$ cat config.mk
export PLATFORM = sky130hd
export DESIGN_NAME = acc_adder
export DESIGN_NICKNAME = d
export VERILOG_FILES = /design/src/rtl/acc_add_pkg.sv /design/src/rtl/acc_bin_core.sv /design/src/rtl/acc_bcd_core.sv /design/src/rtl/acc_adder.sv
export SDC_FILE = /design/constraint.sdc
export NUM_CORES = 1
export LEC_CHECK = 0
export ABC_AREA = 1
export BUFFER_PORTS_ARGS = -buffer_cell sky130_fd_sc_hd__buf_4
export CAP_MARGIN = 25
export CORE_UTILIZATION = 56
export DETAILED_ROUTE_END_ITERATION = 7
export PLACE_DENSITY_LB_ADDON = 0.12
export SYNTH_ARGS = -nofsm -noshare
export SYNTH_HDL_FRONTEND = slang
export SYNTH_SLANG_ARGS = --single-unit
$ cat constraint.sdc
create_clock -name clk -period 8.4 [get_ports clk]
set_input_delay 0 -clock clk [delete_from_list [all_inputs] [get_ports clk]]
set_output_delay 0 -clock clk [all_outputs]
set_load 0.01 [all_outputs]
$ cat src/rtl/acc_add_pkg.sv
package acc_add_pkg;
    localparam int DATA_W   = 16;
    localparam int NARROW_W = DATA_W / 2;
    localparam int DIGIT_W  = 4;

    typedef struct packed {
        logic [DATA_W-1:0] value;
        logic              carry;
        logic              ovf;
    } sum_t;

    typedef struct packed {
        logic n;
        logic v;
        logic z;
        logic c;
    } flags_t;

    // signed overflow: equal input signs, different result sign
    function automatic logic sign_ovf(input logic sa, input logic sb, input logic sr);
        return (sa == sb) && (sr != sa);
    endfunction
endpackage

$ cat src/rtl/acc_bin_core.sv
module acc_bin_core
    import acc_add_pkg::*;
#(
    parameter int W = DATA_W
) (
    input  logic [W-1:0] a,
    input  logic [W-1:0] b,
    input  logic         cin,
    input  logic         wide,
    output sum_t         res
);
    localparam int H = W / 2;

    logic [W:0] full_sum;
    logic [H:0] half_sum;

    always_comb begin
        full_sum = {1'b0, a} + {1'b0, b} + {{W{1'b0}}, cin};
        half_sum = {1'b0, a[H-1:0]} + {1'b0, b[H-1:0]} + {{H{1'b0}}, cin};
        if (wide) begin
            res.value = full_sum[W-1:0];
            res.carry = full_sum[W];
            res.ovf   = sign_ovf(a[W-1], b[W-1], full_sum[W-1]);
        end else begin
            res.value = {a[W-1:H], half_sum[H-1:0]};
            res.carry = half_sum[H];
            res.ovf   = sign_ovf(a[H-1], b[H-1], half_sum[H-1]);
        end
    end
endmodule

$ cat src/rtl/acc_bcd_core.sv
module acc_bcd_core
    import acc_add_pkg::*;
#(
    parameter int W  = DATA_W,
    parameter int DW = DIGIT_W
) (
    input  logic [W-1:0] a,
    input  logic [W-1:0] b,
    input  logic         cin,
    input  logic         wide,
    output logic [W-1:0] value,
    output logic         carry
);
    localparam int ND  = W / DW;
    localparam int NDN = ND / 2;
    localparam int H   = W / 2;
    localparam logic [DW:0]   DEC_MAX = (DW+1)'(9);
    localparam logic [DW-1:0] DEC_ADJ = DW'((1 << DW) - 10);

    logic [ND:0]   dcy;
    logic [W-1:0]  digits;

    assign dcy[0] = cin;

    for (genvar i = 0; i < ND; i++) begin : g_digit
        logic [DW:0] raw;
        logic        over;
        always_comb begin
            raw  = {1'b0, a[i*DW +: DW]} + {1'b0, b[i*DW +: DW]} + {{DW{1'b0}}, dcy[i]};
            over = raw > DEC_MAX;
            digits[i*DW +: DW] = over ? (raw[DW-1:0] + DEC_ADJ) : raw[DW-1:0];
        end
        assign dcy[i+1] = over;
    end

    always_comb begin
        if (wide) begin
            value = digits;
            carry = dcy[ND];
        end else begin
            value = {a[W-1:H], digits[H-1:0]};
            carry = dcy[NDN];
        end
    end
endmodule

$ cat src/rtl/acc_adder.sv
module acc_adder
    import acc_add_pkg::*;
(
    input  logic              clk,
    input  logic              rst,
    input  logic              start,
    input  logic [DATA_W-1:0] acc_in,
    input  logic [DATA_W-1:0] operand,
    input  logic              carry_in,
    input  logic              wide,
    input  logic              decimal,
    output logic [DATA_W-1:0] acc_out,
    output logic              n,
    output logic              v,
    output logic              z,
    output logic              c,
    output logic              done
);
    sum_t              bin_res;
    logic [DATA_W-1:0] bcd_value;
    logic              bcd_carry;
    logic [DATA_W-1:0] next_value;
    flags_t            next_flags;
    flags_t            flags_q;

    acc_bin_core #(.W(DATA_W)) u_bin (
        .a(acc_in), .b(operand), .cin(carry_in), .wide(wide), .res(bin_res)
    );

    acc_bcd_core #(.W(DATA_W), .DW(DIGIT_W)) u_bcd (
        .a(acc_in), .b(operand), .cin(carry_in), .wide(wide),
        .value(bcd_value), .carry(bcd_carry)
    );

    always_comb begin
        next_value   = decimal ? bcd_value : bin_res.value;
        next_flags.c = decimal ? bcd_carry : bin_res.carry;
        next_flags.v = bin_res.ovf;
        next_flags.n = wide ? next_value[DATA_W-1] : next_value[NARROW_W-1];
        next_flags.z = wide ? (next_value == '0) : (next_value[NARROW_W-1:0] == '0);
    end

    always_ff @(posedge clk) begin
        if (rst) begin
            acc_out <= '0;
            flags_q <= '0;
            done    <= 1'b0;
        end else begin
            done <= start;
            if (start) begin
                acc_out <= next_value;
                flags_q <= next_flags;
            end
        end
    end

    assign n = flags_q.n;
    assign v = flags_q.v;
    assign z = flags_q.z;
    assign c = flags_q.c;
endmodule

==> flow_summary.yaml <==
outcome:
  status: "finished, final reports clean"
setup_path:
  crit_path_end_kind: "flip-flop"
  worstPathMaxFanout: 7
  cp_common_cell: "nand2_1"
  reg2reg_setup_slack_ns: 7.70
  startpoint_type: "primary input"
  max_stage_delay_ns: 0.48
  critPathKind: "in2reg"
  crit_start: "acc_in[0]"
  slowest_stage: "fa_1"
  arrival_ns: 7.47
  r2r-start: "v"
  cp.required_ns: 8.60
clocking:
  cts_max_level: 1
  clock-sinks: 21
  cts_buffers: 3
  cts_resized: 0
  clk_path_buf_depth: 2
  clkLatencyLatePin_ns: 0.26
  tritoncts: "built"
  ctsHoldBuffers: 1
  root_buffer: "clkbuf_8"
  post-cts-setup-buffers: 0
  cts.clk_slew.worst_paths_ns: 0.08
sta:
  period_share_pct: 86.49
  max_slew_margin_pct: 71.18
  worst_pin_slew_ns: 0.4318
  tns_ns: 0
  rsz0062_at_grt: "no"
  min_period_ns: 7.265
  max_freq_ghz: 0.1376
  maxSlewViolCount: 0
  skew_ns: 0
  finalSetupViolations: 0
  finalHoldViolCount: 0
hold_path:
  holdCritPathClass: "in2reg"
  min_from: "acc_in[7]"
synthesis:
  syn_inst: 460
  synth_ff_type: "dfxtp_1"
  yosys_warnings: 0
  seq_area_frac_synth_pct: 15.49
  ys_ff_latch: 21
  syn_area_mm2: 0.002714
  ys_types: 36
  synth-edff-count: 0
  syn_avg_cell_area_um2: 5.900
  async_reset_ff_share_pct: 0
  syn-num-nets: 526
route:
  drt-initial-drc-count: 205
  vias_per_cell: 5.508
  ant_nets: 0
  drt-wirelength-per-cell_um: 12.77
  drc_errors: 0
  route.vias.total: 3123
  drtPass1Iterations: 5
  drt_wl_total_mm: 7.239
global_routing:
  antenna_found_initial: 0
  grt_pass1_wl_mm: 12.53
  grt_pass1_vias: 2867
  grt_use_total_pct: 29.88
  grt.overflow.total: 0
  grt_max_degree: 32
final_layout:
  final_util_pct: 71.72
  final_nets: 582
  final_common_cell: "nand2_1"
  fin_area_mm2: 0.003231
  drive_above_1_share_pct: 18.25
  area_growth_pct: 19.04
  num_antenna_cells: 0
  final_cell_mix: "140 x nand2_1, 75 x inv_1, 58 x buf_4, 51 x nand3_1, 34 x nor2_1"
floorplan:
  die-height_um: 71.62
  die_w_um: 71.62
  rows: 24
  ioPinCount: 59
  start_util_pct: 60.25
  core_mm2: 0.004504
  die_area_mm2: 0.005129
place:
  port_buffers: 58
  placed_area_mm2: 0.003174
  dp_hpwl_mm: 5.971
  place_congestion: 0.9967
power_and_ir_drop:
  powerDensity_mw_per_mm2: 139.3
  leakagePower_uw: 0.001856
  ir_drop_mv: 0.06678
job:
  cap_viol_max_count: 0
per-layer routing:
layer	vias to the layer above	routed length (um)	GRT usage (%)
met2	120	3357	50.63
met4	0	64	7.625
met3	8	487	2.110
met1	1420	3330	41.33
li1	1575	-	-
met5	-	0	0
where the power goes:
group / switching, uW / internal, uW / total (uW)
Clock: 33.5 / 33.1 / 66.6
Combinational: 166 / 104 / 270
Sequential: 4.69 / 109 / 113
worst paths after layout:
kind              end  cells past startpoint
setup / recovery    z                     49
hold reg to reg     n                      2
setup reg to reg    v                      2
hold / removal      v                      4
final cells by class:
type                    count  area, um2
multi-input cells         351       1953
clock buffers               3      41.29
fillers                   414       1274
repair buffers             59      445.4
inverters                  80      300.3
flip-flops and latches     21      420.4
well taps                  52      65.06
clock inverters             1      5.005
worst max-delay path, delay by kind of cell:
| family | cells | cell delay [ns] |
|---|---|---|
| AND/OR/NAND/NOR | 25 | 2.11 |
| AO/OA/AOI/OAI | 4 | 0.47 |
| adder cells (fa/ha/maj) | 11 | 3.85 |
| XOR/XNOR | 2 | 0.55 |
| buffers and inverters | 7 | 0.50 |
logic make-up (layout without fill, tap and decap cells):
logic type	count (synthesis)	count (layout)	share of synthesized area (%)
AND/OR/NAND/NOR	257	257	42.19
buffers and inverters	88	143	12.54
AO/OA/AOI/OAI	61	61	13.05
XOR/XNOR	5	5	1.614
adder cells (fa/ha/maj)	28	28	15.12
flip-flops	21	21	15.49
cells in the mapped netlist (4+ instances only):
| cell type | n | area (um2) |
|---|---|---|
| nand2_1 | 140 | 525.5 |
| inv_1 | 75 | 281.5 |
| nand3_1 | 51 | 255.2 |
| nor2_1 | 34 | 127.6 |
| a21oi_1 | 22 | 110.1 |
| dfxtp_1 | 21 | 420.4 |
| ha_1 | 20 | 250.2 |
| o21ai_0 | 20 | 100.1 |
| nand2_2 | 10 | 62.56 |
| fa_1 | 8 | 160.2 |
| o211ai_1 | 7 | 52.55 |
| nand3_2 | 5 | 50.05 |
| a21oi_2 | 4 | 35.03 |
| clkbuf_1 | 4 | 15.01 |
| inv_2 | 4 | 15.01 |
state kept, by name, summed over array words and instances (netlist names):
| signal | flops |
|---|---|
| v | 1 |
| acc_out | 16 |
| n | 1 |
| z | 1 |
| c | 1 |
| done | 1 |
metrics by stage:
stage	hold slack, ns	instances	power, uW	worst slack, ns
6_report	0.1055	567	449.9	1.135
5_1_grt	0.1115	567	487.1	0.5568
4_1_cts	0.09763	567	444.8	1.222
3_5_place_dp	0.2181	562	378.7	0.9724
3_3_place_gp	0.2137	562	371.9	1.347
2_1_floorplan	0.06244	460	304.5	1.740
(Power assumes the default switching activity.)
